## src/rtl/flash_unlock_pkg.sv

```systemverilog
package flash_unlock_pkg;
   typedef enum logic [1:0] {
      FCMD_NONE  = 2'b00,
      FCMD_MASS  = 2'b01,
      FCMD_PAGE  = 2'b10,
      FCMD_WRITE = 2'b11
   } fcmd_t;

   localparam logic [7:0] KEY_MASS = 8'hAA;
   localparam logic [7:0] KEY_PAGE = 8'h55;

   localparam int CTRL_PWE_BIT  = 0;
   localparam int CTRL_ARM_BIT  = 1;
   localparam int CTRL_BUSY_BIT = 7;
endpackage

```

## src/rtl/fus_sfr_regs.sv

```systemverilog
module fus_sfr_regs
   import flash_unlock_pkg::*;
#(
   parameter int          DW        = 8,
   parameter int          PNW       = 7,
   parameter logic [7:0]  ADDR_CTRL = 8'hB2,
   parameter logic [7:0]  ADDR_PAGE = 8'hB7
) (
   input  logic           clk,
   input  logic           rst_n,
   input  logic           sfr_we,
   input  logic [7:0]     sfr_addr,
   input  logic [DW-1:0]  sfr_wdata,
   input  logic [7:0]     sfr_raddr,
   input  logic           arm_clr,
   input  logic           busy,
   output logic           pwe,
   output logic           arm,
   output logic [PNW-1:0] page_num,
   output logic [DW-1:0]  sfr_rdata
);
   localparam int LOWPAD = DW - PNW;

   logic wr_ctrl, wr_page;
   assign wr_ctrl = sfr_we && (sfr_addr == ADDR_CTRL);
   assign wr_page = sfr_we && (sfr_addr == ADDR_PAGE);

   always_ff @(posedge clk or negedge rst_n) begin
      if (!rst_n) begin
         pwe      <= 1'b0;
         arm      <= 1'b0;
         page_num <= '0;
      end else begin
         if (wr_ctrl) begin
            pwe <= sfr_wdata[CTRL_PWE_BIT];
            arm <= sfr_wdata[CTRL_ARM_BIT];
         end else if (arm_clr) begin
            arm <= 1'b0;
         end
         if (wr_page)
            page_num <= sfr_wdata[DW-1 -: PNW];
      end
   end

   always_comb begin
      sfr_rdata = '0;
      if (sfr_raddr == ADDR_CTRL) begin
         sfr_rdata[CTRL_PWE_BIT]  = pwe;
         sfr_rdata[CTRL_ARM_BIT]  = arm;
         sfr_rdata[CTRL_BUSY_BIT] = busy;
      end else if (sfr_raddr == ADDR_PAGE) begin
         sfr_rdata = {page_num, {LOWPAD{1'b0}}};
      end
   end
endmodule

```

## src/rtl/fus_key_decode.sv

```systemverilog
module fus_key_decode
   import flash_unlock_pkg::*;
#(
   parameter int         DW        = 8,
   parameter bit         MASS_GATE = 1'b1,
   parameter logic [7:0] ADDR_KEY  = 8'h94
) (
   input  logic          sfr_we,
   input  logic [7:0]    sfr_addr,
   input  logic [DW-1:0] sfr_wdata,
   input  logic          arm,
   input  logic          dbg_en,
   input  logic          busy,
   output logic          issue_mass,
   output logic          issue_page,
   output logic          arm_clr
);
   logic key_wr, is_mass_key, is_page_key, gate_ok;

   assign key_wr      = sfr_we && (sfr_addr == ADDR_KEY) && !busy;
   assign is_mass_key = (sfr_wdata[7:0] == KEY_MASS);
   assign is_page_key = (sfr_wdata[7:0] == KEY_PAGE);

   generate
      if (MASS_GATE) begin : g_gated
         assign gate_ok = dbg_en;
      end else begin : g_open
         assign gate_ok = 1'b1;
      end
   endgenerate

   assign arm_clr    = key_wr && is_mass_key && arm;
   assign issue_mass = arm_clr && gate_ok;
   assign issue_page = key_wr && is_page_key;
endmodule

```

## src/rtl/fus_req_engine.sv

```systemverilog
module fus_req_engine
   import flash_unlock_pkg::*;
#(
   parameter int DW     = 8,
   parameter int ADDR_W = 16,
   parameter int PAGE_W = 9,
   parameter int PNW    = ADDR_W - PAGE_W
) (
   input  logic              clk,
   input  logic              rst_n,
   input  logic              issue_mass,
   input  logic              issue_page,
   input  logic              issue_wr,
   input  logic [PNW-1:0]    page_num,
   input  logic [ADDR_W-1:0] xw_addr,
   input  logic [DW-1:0]     xw_data,
   input  logic              fl_done,
   output logic              fl_req,
   output fcmd_t             fl_cmd,
   output logic [ADDR_W-1:0] fl_addr,
   output logic [DW-1:0]     fl_data,
   output logic              busy
);
   always_ff @(posedge clk or negedge rst_n) begin
      if (!rst_n) begin
         busy    <= 1'b0;
         fl_req  <= 1'b0;
         fl_cmd  <= FCMD_NONE;
         fl_addr <= '0;
         fl_data <= '0;
      end else begin
         fl_req <= 1'b0;
         if (busy && fl_done)
            busy <= 1'b0;
         if (!busy) begin
            if (issue_mass) begin
               busy    <= 1'b1;
               fl_req  <= 1'b1;
               fl_cmd  <= FCMD_MASS;
               fl_addr <= '0;
               fl_data <= '0;
            end else if (issue_page) begin
               busy    <= 1'b1;
               fl_req  <= 1'b1;
               fl_cmd  <= FCMD_PAGE;
               fl_addr <= {page_num, {PAGE_W{1'b0}}};
               fl_data <= '0;
            end else if (issue_wr) begin
               busy    <= 1'b1;
               fl_req  <= 1'b1;
               fl_cmd  <= FCMD_WRITE;
               fl_addr <= xw_addr;
               fl_data <= xw_data;
            end
         end
      end
   end
endmodule

```

## src/rtl/flash_unlock_seq.sv

```systemverilog
module flash_unlock_seq
   import flash_unlock_pkg::*;
#(
   parameter int         DW        = 8,
   parameter int         ADDR_W    = 16,
   parameter int         PAGE_W    = 9,
   parameter bit         MASS_GATE = 1'b1,
   parameter logic [7:0] ADDR_CTRL = 8'hB2,
   parameter logic [7:0] ADDR_PAGE = 8'hB7,
   parameter logic [7:0] ADDR_KEY  = 8'h94
) (
   input  logic              clk,
   input  logic              rst_n,
   input  logic              sfr_we,
   input  logic [7:0]        sfr_addr,
   input  logic [DW-1:0]     sfr_wdata,
   input  logic [7:0]        sfr_raddr,
   output logic [DW-1:0]     sfr_rdata,
   input  logic              dbg_en,
   input  logic              xw_we,
   input  logic [ADDR_W-1:0] xw_addr,
   input  logic [DW-1:0]     xw_data,
   output logic              ram_we,
   output logic [ADDR_W-1:0] ram_addr,
   output logic [DW-1:0]     ram_data,
   output logic              fl_req,
   output logic [1:0]        fl_cmd,
   output logic [ADDR_W-1:0] fl_addr,
   output logic [DW-1:0]     fl_data,
   input  logic              fl_done,
   output logic              busy
);
   localparam int PNW = ADDR_W - PAGE_W;

   generate
      if (DW != 8) begin : g_bad_dw
         $error("flash_unlock_seq: DW must be 8");
      end
      if (PNW != DW - 1) begin : g_bad_pnw
         $error("flash_unlock_seq: page number must fill bits 7:1");
      end
   endgenerate

   logic           pwe_q, arm_q, arm_clr;
   logic [PNW-1:0] page_num;
   logic           issue_mass, issue_page, issue_wr;
   fcmd_t          cmd_q;

   fus_sfr_regs #(
      .DW(DW), .PNW(PNW), .ADDR_CTRL(ADDR_CTRL), .ADDR_PAGE(ADDR_PAGE)
   ) u_regs (
      .clk(clk), .rst_n(rst_n), .sfr_we(sfr_we), .sfr_addr(sfr_addr),
      .sfr_wdata(sfr_wdata), .sfr_raddr(sfr_raddr), .arm_clr(arm_clr),
      .busy(busy), .pwe(pwe_q), .arm(arm_q), .page_num(page_num),
      .sfr_rdata(sfr_rdata)
   );

   fus_key_decode #(
      .DW(DW), .MASS_GATE(MASS_GATE), .ADDR_KEY(ADDR_KEY)
   ) u_key (
      .sfr_we(sfr_we), .sfr_addr(sfr_addr), .sfr_wdata(sfr_wdata),
      .arm(arm_q), .dbg_en(dbg_en), .busy(busy),
      .issue_mass(issue_mass), .issue_page(issue_page), .arm_clr(arm_clr)
   );

   // an erase key write in the same cycle wins; the data write is dropped
   assign issue_wr = xw_we && pwe_q && !busy && !issue_mass && !issue_page;

   assign ram_we   = xw_we && !pwe_q;
   assign ram_addr = xw_addr;
   assign ram_data = xw_data;

   fus_req_engine #(
      .DW(DW), .ADDR_W(ADDR_W), .PAGE_W(PAGE_W), .PNW(PNW)
   ) u_eng (
      .clk(clk), .rst_n(rst_n), .issue_mass(issue_mass),
      .issue_page(issue_page), .issue_wr(issue_wr), .page_num(page_num),
      .xw_addr(xw_addr), .xw_data(xw_data), .fl_done(fl_done),
      .fl_req(fl_req), .fl_cmd(cmd_q), .fl_addr(fl_addr),
      .fl_data(fl_data), .busy(busy)
   );

   assign fl_cmd = cmd_q;
endmodule

```

## config.mk

```make
export PLATFORM = sky130hd
export DESIGN_NAME = flash_unlock_seq
export DESIGN_NICKNAME = d
export VERILOG_FILES = /design/src/rtl/flash_unlock_pkg.sv /design/src/rtl/fus_sfr_regs.sv /design/src/rtl/fus_key_decode.sv /design/src/rtl/fus_req_engine.sv /design/src/rtl/flash_unlock_seq.sv
export SDC_FILE = /design/constraint.sdc
export NUM_CORES = 1
export LEC_CHECK = 0
export ABC_AREA = 1
export BUFFER_PORTS_ARGS = -buffer_cell sky130_fd_sc_hd__buf_2
export CAP_MARGIN = 20
export CORE_MARGIN = 5
export CORE_UTILIZATION = 40
export DETAILED_ROUTE_END_ITERATION = 8
export PLACE_DENSITY = 0.75
export REMOVE_ABC_BUFFERS = 1
export SLEW_MARGIN = 30
export SYNTH_ARGS = -nofsm -noshare
export SYNTH_HDL_FRONTEND = slang
export SYNTH_SLANG_ARGS = --single-unit
export TNS_END_PERCENT = 10
```

## constraint.sdc

```tcl
create_clock -name clk -period 4.9 [get_ports clk]
set_clock_uncertainty 0.15 [all_clocks]
set_input_delay 0.49 -clock clk [delete_from_list [all_inputs] [get_ports clk]]
set_output_delay 0.49 -clock clk [all_outputs]
set_load 0.05 [all_outputs]
```

==> results summary, run 1 <==
The measured slew at the worst slew-check pin is 0.817 ns. The count of instances resized after the clock tree is built is 0. The number of sinks handled by clock tree synthesis is 37. The switching power summed over all nets is 0.432 mW. For the final routed database, the setup TNS stands at 0 ns.

The gate count after technology mapping is 273. The share of cell area taken by muxes after synthesis is 0%. The number of buffers added for setup after CTS came out at 0. The kind of start point of the critical path is an input pin.

The remaining number of nets flagged by the antenna check after routing is 0. Clock-pin slew was measured on the worst setup and hold paths at 0.07 ns. STA puts the critical path data required time at 4.26 ns.

After detailed placement, the design holds a cell count of 426. The worst setup path is captured at an output port. The worst slack after detailed placement is 2.56 ns. The final instance count without filler cells is 434. The cell area after layout came out at 2670 sq um.

The pre-antenna-repair detailed-routing pass consisted of 5 iterations. The maximum ir drop on the vdd rail came out at 0.156 mV. The detailed placer's ending HPWL came out at 4110 um. No sink is reached through more buffers than the 2 on the longest clock path. The core area is 5200 sq um. The vias per cell is 4.63. Setup repair after global routing left no endpoint under its margin. Across all setup checks in the final design, the least slack found is 2.57 ns. Routability-driven placement finished with a final weighted congestion of 0.851. The internal power component came out at 0.550 mW. The number of H-tree branching levels is 2. At the worst endpoint, the arrival time is 1.69 ns. Dividing total power by cell area gives a power density of 368 nW/um^2. TritonCTS built the clock tree. The synthesized netlist devotes 12.3% of its cell area to compound gates.

Entering global routing, the biggest net connects 53 pins. The area share of fa/ha/maj cells after synthesis is 0%. Summing the areas of all and, or, nand and nor instances in the mapped netlist gives 28.9% of the synthesized area. In the finished design, the share of the clock period the worst path needs comes to 47.5%. Summed over all instances, the cell type with the most area after synthesis is dfrtp_1. The share of total power consumed by net switching came out at 44.0%.

The initial antenna violation count came out at 0. The tightest min-delay check is of the in -> async type. The mean post-synth cell area came out at 7.96 sq um. The via count is 2009. The residual DRC count is 0. The number of hold buffers added after CTS was 0. Traced cell by cell, the critical path runs through buf_2, nand3b_1, nor2_1, nand4_1, o21ai_0, buf_2. The flow ran to the end, and the final reports show no timing, DRC or antenna violations. The count of final max-slew check failures is 0. The all-layer global routing usage came out at 14.9%. The worst setup path is of the in -> out kind. The top-level port count came out at 115. The number of distinct standard cells referenced by the synthesized netlist is 23. The number of buffers and inverters on the critical path is 2. The tool flagged a number of max-cap violations equal to 0. In the final routed layout, each cell accounts on average for 12.0 um. The initial cell density of the core is 41.7%. The sequential share of power came out at 38.8%. Ranked by total cell area, the synthesized netlist is headed by dfrtp_1, nand2_1, o21ai_2, buf_4, inv_1. After synthesis, the largest family of logic cells by area is simple AND/OR/NAND/NOR gates. The leakage power of the design is 1.55 nW.

The total die area is 7000 sq um. The global-route wire length before repair is 8750 um. In this run the vertical extent of the chip is 83.7 um. Hold timing on the final database bottoms out at a slack of 0.152 ns. Among all flip-flop cells after synthesis, the most frequent one is dfrtp_1.

In the final layout, the share of cells above drive strength 1 is 42.3%. The number of cell rows is 26. The area added between synthesis and finish came out at 22.9%.

The routed wire length is 5200 um. The total overflow left after global routing is 0. The fraction of synthesized cell area in xor and xnor cells came out at 0%. The commonest cells after synthesis are nand2_1, dfrtp_1, buf_4, inv_1, o21ai_2.

The hold violation total from the final report was 0. In this run, the combinational gates consume 40.9% of the power. The peak clock frequency supported by timing came out at 430 MHz. The number of nets in the finished design came out at 417. Counting stages on the worst path, the most repeated cell is buf_2. The sequential-to-total area share from yosys stat came out at 42.6%. The number of buffers added by the clock tree synthesis step came out at 5. On the critical path, the stage with the largest delay is an instance of buf_2. The smallest clock period supported by the final layout is computed as 2.33 ns. The cell family contributing the most delay on the critical path is simple AND/OR/NAND/NOR gates. Clock tree synthesis selected as its root buffer the cell clkbuf_8. In this run the cell area measured after placement is 2590 sq um. The count of buffers from port buffering came out at 114.

In this run the worst path has a maximum fanout of 7. After synthesis, the share of flip-flops with an asynchronous set or reset is 100%. The antenna diode instance count came out at 0. The synthesized area came out at 2170 sq um. The initial detailed-routing violation count came out at 102. Fill cells in the final layout number 538.

The die span in x came out at 83.7 um. The post-synthesis sequential element count is 37. Clock latency on the worst-skew pair, taken at its later pin, is 0.28 ns. nand2_1 is the most common cell in the netlist. The number of global-route vias before repair came out at 1904. The clock network power share is 20.3%. The total of endpoints with negative setup slack in the final report came out at 0. The number of enable-type register cells in the synthesized netlist is 0.

The biggest cell delay along the critical path came out at 0.29 ns. The worst pin sits at a relative slew slack of 45.6%. The share of Yosys cell area claimed by the top area cell type is 42.6%. The Yosys step of the flow raised 0 warnings.
[final timing paths]
kind,start,end,slack [ns],depth (start not counted)
setup / recovery,sfr_raddr[6],sfr_rdata[1],2.57,6
hold / removal,rst_n,u_eng.busy,0.15,1
setup reg to reg,u_eng.busy,u_eng.fl_addr[8],2.83,8
hold reg to reg,u_eng.fl_addr[5],u_eng.fl_addr[5],0.33,2
max in group asynchronous,rst_n,u_eng.fl_addr[5],3.94,1
min in group clk,fl_done,u_eng.busy,0.24,2
[placed cells by master (no fill, tap or decap)]
cell,count
buf_2,114
nand2_1,86
dfrtp_1,37
inv_1,25
o21ai_2,23
nor2_1,20
nand3_1,16
o21ai_0,9
nand4_1,6
clkbuf_8,5
inv_2,4
nor3_1,3
nand3_2,3
clkbuf_1,3
nand2_4,2
o21ai_1,2
nand3b_1,1
nor2_2,1
nor2_8,1
nor2_4,1
o22ai_1,1
a21oi_1,1
[cell families (layout without fill, tap and decap cells)]
group / count (synthesis) / in the layout
AOI/OAI and AO/OA: 36 / 36
buffers and inverters: 60 / 151
DFF: 37 / 37
and+or+nand+nor: 140 / 140
[registers in the layout, summed over array words and instances, names as in the netlist]
name,count
u_eng.fl_cmd,2
u_eng.fl_req,1
u_eng.fl_addr,16
u_regs.pwe,1
u_regs.page_num,7
u_eng.fl_data,8
u_eng.busy,1
u_regs.arm,1
[cell type report]
class                   count  area [sq um]  area share (%)
flip-flops and latches     37           926            34.7
multi-input cells         176           896            33.6
repair buffers            114           571            21.4
inverters                  29           109            4.08
well taps                  70          87.6            3.28
clock buffers               8          80.1            3.00
[per-stage QoR]
step,power (mW),util [%]
finish,0.982,51.3
global route,1.04,51.3
CTS,0.996,51.3
detailed placement,0.792,49.7
global placement,0.787,49.7
floorplan,0.643,-
[per-layer routing]
layer | part of all wire (%) | vias to the layer above | track usage (%) | wire, um
li1 | - | 1023 | - | -
met1 | 42 | 900 | 18.0 | 2190
met2 | 49 | 77 | 25.5 | 2550
met3 | 7.4 | 9 | 3.95 | 383
met4 | 1.7 | 0 | 5.26 | 87
met5 | 0 | - | 0 | 0
[power groups by stage]
stage	clock network (mW)	logic [mW]	registers (mW)
2_1_floorplan	0	0.0894	0.554
3_3_place_gp	0	0.403	0.385
3_5_place_dp	0	0.406	0.386
4_1_cts	0.209	0.406	0.381
5_1_grt	0.221	0.428	0.388
6_report	0.200	0.402	0.381
(Power assumes the default switching activity.)
==> run 2: changes to the inputs <==
clock period = 2.4 ns   (was 4.9 ns; I/O delays follow)
==> run 2 against run 1 <==
Flip-flop and latch count unchanged. Wire length increased by 1.6%. Global-route usage increased by 0.50 points. Sequential power increased by 110%. Count of clock-buffer cells in the layout decreased by 2. Combinational power increased by 100%. Non-clock buffer count increased by 2. Total power increased by 120%. Sequential share of layout area decreased by 0.79 points. Hold slack got worse by 0.089 ns. Cell count increased by 0.46%. Die area unchanged.
==> results summary, run 2 (synthesized netlist as in run 1, its figures left out) <==
The biggest cell delay along the critical path was 0.44 ns (+0.15 ns). The detailed-routing iteration count for the pre-antenna-repair pass is 4 (-1). The number of H-tree branching levels came to 2 (unchanged). The detailed-routed wire length on met3 is 379 um (-1.0%).

The via count came out at 1985 (-1.2%). The die span in x is 83.7 um (unchanged). The total of endpoints with negative setup slack in the final report is 0 (unchanged). The TritonCTS clock tree is yes. The vias per cell was 4.55 (-1.6%). The peak clock frequency supported by timing came out at 500 MHz. The initial cell density of the core came to 41.7% (unchanged). The number of cell rows was 26 (unchanged). The routed wire length on met2 came out at 2560 um (+0.51%). The top-level port count came out at 115 (unchanged). The number of sinks handled by clock tree synthesis came out at 37 (unchanged). Routed signal wires occupy layers up through met4. The count of instances resized after the clock tree is built came out at 0 (unchanged). The reported max-cap violation count came to 0 (unchanged). The total die area is 7000 sq um (unchanged). The residual DRC count was 0 (unchanged).

The worst setup path is captured at a flip-flop. The total power per unit cell area is 791 nW/um^2 (+110%). The sum of negative setup slack came out at 0 ns (unchanged).

The measured slew at the worst slew-check pin came to 0.626 ns (-0.191 ns). The antenna diode instance count came out at 0 (unchanged). The routed wire length came out at 5290 um (+1.6%). The per-cell routed wire length was 12.1 um (+1.2%). The area added between synthesis and finish is 25.7%. The worst slack after detailed placement came to 0.395 ns (-2.16 ns). The leakage power of the design came out at 1.58 nW (+1.8%).

The clock period minus worst slack is 2.00 ns. Traced cell by cell, the critical path runs through nor2_2, nand3_2, nor2_8, nand2_4, nand3_2, nand2_4, nand2_1, o21ai_2. The placed instance area came out at 2590 sq um (unchanged). The remaining number of nets flagged by the antenna check after routing is 0 (unchanged). The routability congestion estimate from global placement is 0.859 (+0.90%). The type of the worst setup path is reg -> reg. The detailed-routing wirelength on met1 was 2280 um (+4.4%). Dividing the final minimum period by the clock period gives 83.3%.

The detailed placer's ending HPWL is 4170 um (+1.5%). The final global-route overflow total is 0 (unchanged). The flow ran to the end, and the final reports show no timing, DRC or antenna violations. The final setup slack of the worst path is 0.401 ns (-2.17 ns). The top cell types in the final layout, fill and taps aside, are buf_2, nand2_1, dfrtp_1.

The library cell contributing the largest single delay on the critical path is dfrtp_1. The largest registers in the layout are u_eng.fl_addr (16), u_eng.fl_data (8), u_regs.page_num (7). The core area came out at 5200 sq um (unchanged).

The maximum ir drop on the vdd rail came out at 0.363 mV (+130%). The maximum number of buffers from clock root to sink is 2 (unchanged). The hold violation total from the final report is 0 (unchanged). The number of nets in the finished design is 419 (+0.48%). The path class of the tightest hold or removal check is in -> reg. The count of buffers from port buffering came out at 114 (unchanged). The global-route wire length before repair came out at 8860 um (+1.3%). Setup repair after global routing left no endpoint under its margin.

The maximum fanout along the worst path is 52 (+45). The flip-flop count of the largest register after layout is 16 (unchanged). The clock root buffer is clkbuf_8. The number of global-route vias before repair is 1881 (-1.2%). The number of buffers added by the clock tree synthesis step is 5 (unchanged). The clock-pin slew reported for the worst setup and hold paths after clock tree synthesis came out at 0.07 ns (about the same). The cell area after layout is 2730 sq um (+2.3%). The all-layer global routing usage is 15.4% (+0.50 points).

The leading cell type in the layout, fill and taps excluded is buf_2. The initial antenna violation count is 0 (unchanged). The initial detailed-routing violation count is 92 (-9.8%).

The overall power after layout is 2.16 mW (+120%). STA classifies the critical path startpoint as a flip-flop. The source-to-sink clock delay at the later pin of the worst-skew pair is 0.29 ns (about the same).

The worst slew margin relative to its limit came out at 58.3% (+13 points). The register with the highest flop count is u_eng.fl_addr. The pin count of the biggest net entering global routing was 53 (unchanged). The fraction of layout cells with a size suffix above 1 was 42.9% (+0.59 points). The die height is 83.7 um (unchanged). The signal arrival time at the worst endpoint came out at 2.00 ns (+0.31 ns). The count of final max-slew check failures is 0 (unchanged). The data required time at the worst endpoint was 2.40 ns (-1.86 ns).
==> run 2: routing by layer <==
metal  GRT usage, %  up-vias
met5              0        -
met4           4.97        0
met3           4.34        6
met2           25.7       68
met1           19.2      887
li1               -     1024
==> run 2: timing repair <==
action | in CTS | in global routing
endpoints found under the setup margin | 0 | 0
buffers inserted | 0 | 0
hold buffers | 2 | 0
hold endpoints to repair | 38 | 0
==> run 2: final cells by class <==
cell class / instances / area, sq um
Clock buffer: 6 / 82.6
Clock inverter: 2 / 37.5
Fill cell: 527 / 2470
Inverter: 29 / 109
Multi-Input combinational cell: 176 / 896
Sequential cell: 37 / 926
Tap cell: 70 / 87.6
Timing Repair Buffer: 116 / 593
==> run 2: critical path: cells and delay by family (launching register included) <==
family / cells / cell delay (ns)
AOI/OAI and AO/OA: 1 / 0.07
DFF: 1 / 0.44
and+or+nand+nor: 7 / 1.18
==> run 2: per-stage QoR <==
stage / utilization [%] / std cells / hold WS (ns)
finish: 52.5 / 436 / 0.0632
CTS: 52.4 / 436 / 0.0526
global placement: 49.7 / 426 / 0.225
floorplan: - / 242 / -0.206
detailed placement: 49.7 / 426 / 0.234
global route: 52.5 / 436 / 0.0597
==> run 2: worst paths after layout <==
kind | startpoint | endpoint | slack (ns) | cells past startpoint
min in group asynchronous | rst_n | u_eng.fl_data[6] | 0.29 | 2
max reg2reg | u_eng.busy | u_eng.fl_addr[12] | 0.40 | 8
min | xw_data[1] | u_eng.fl_data[1] | 0.06 | 3
min reg2reg | u_eng.fl_addr[12] | u_eng.fl_addr[12] | 0.33 | 2
max | u_eng.busy | u_eng.fl_addr[12] | 0.40 | 8
max in group asynchronous | rst_n | u_regs.page_num[3] | 1.48 | 2
==> run 2: report_power, final <==
group,switching [mW],total (mW),internal [mW]
registers,0.0564,0.782,0.725
clock network,0.218,0.556,0.338
logic,0.628,0.822,0.194
total,0.903,2.16,1.26
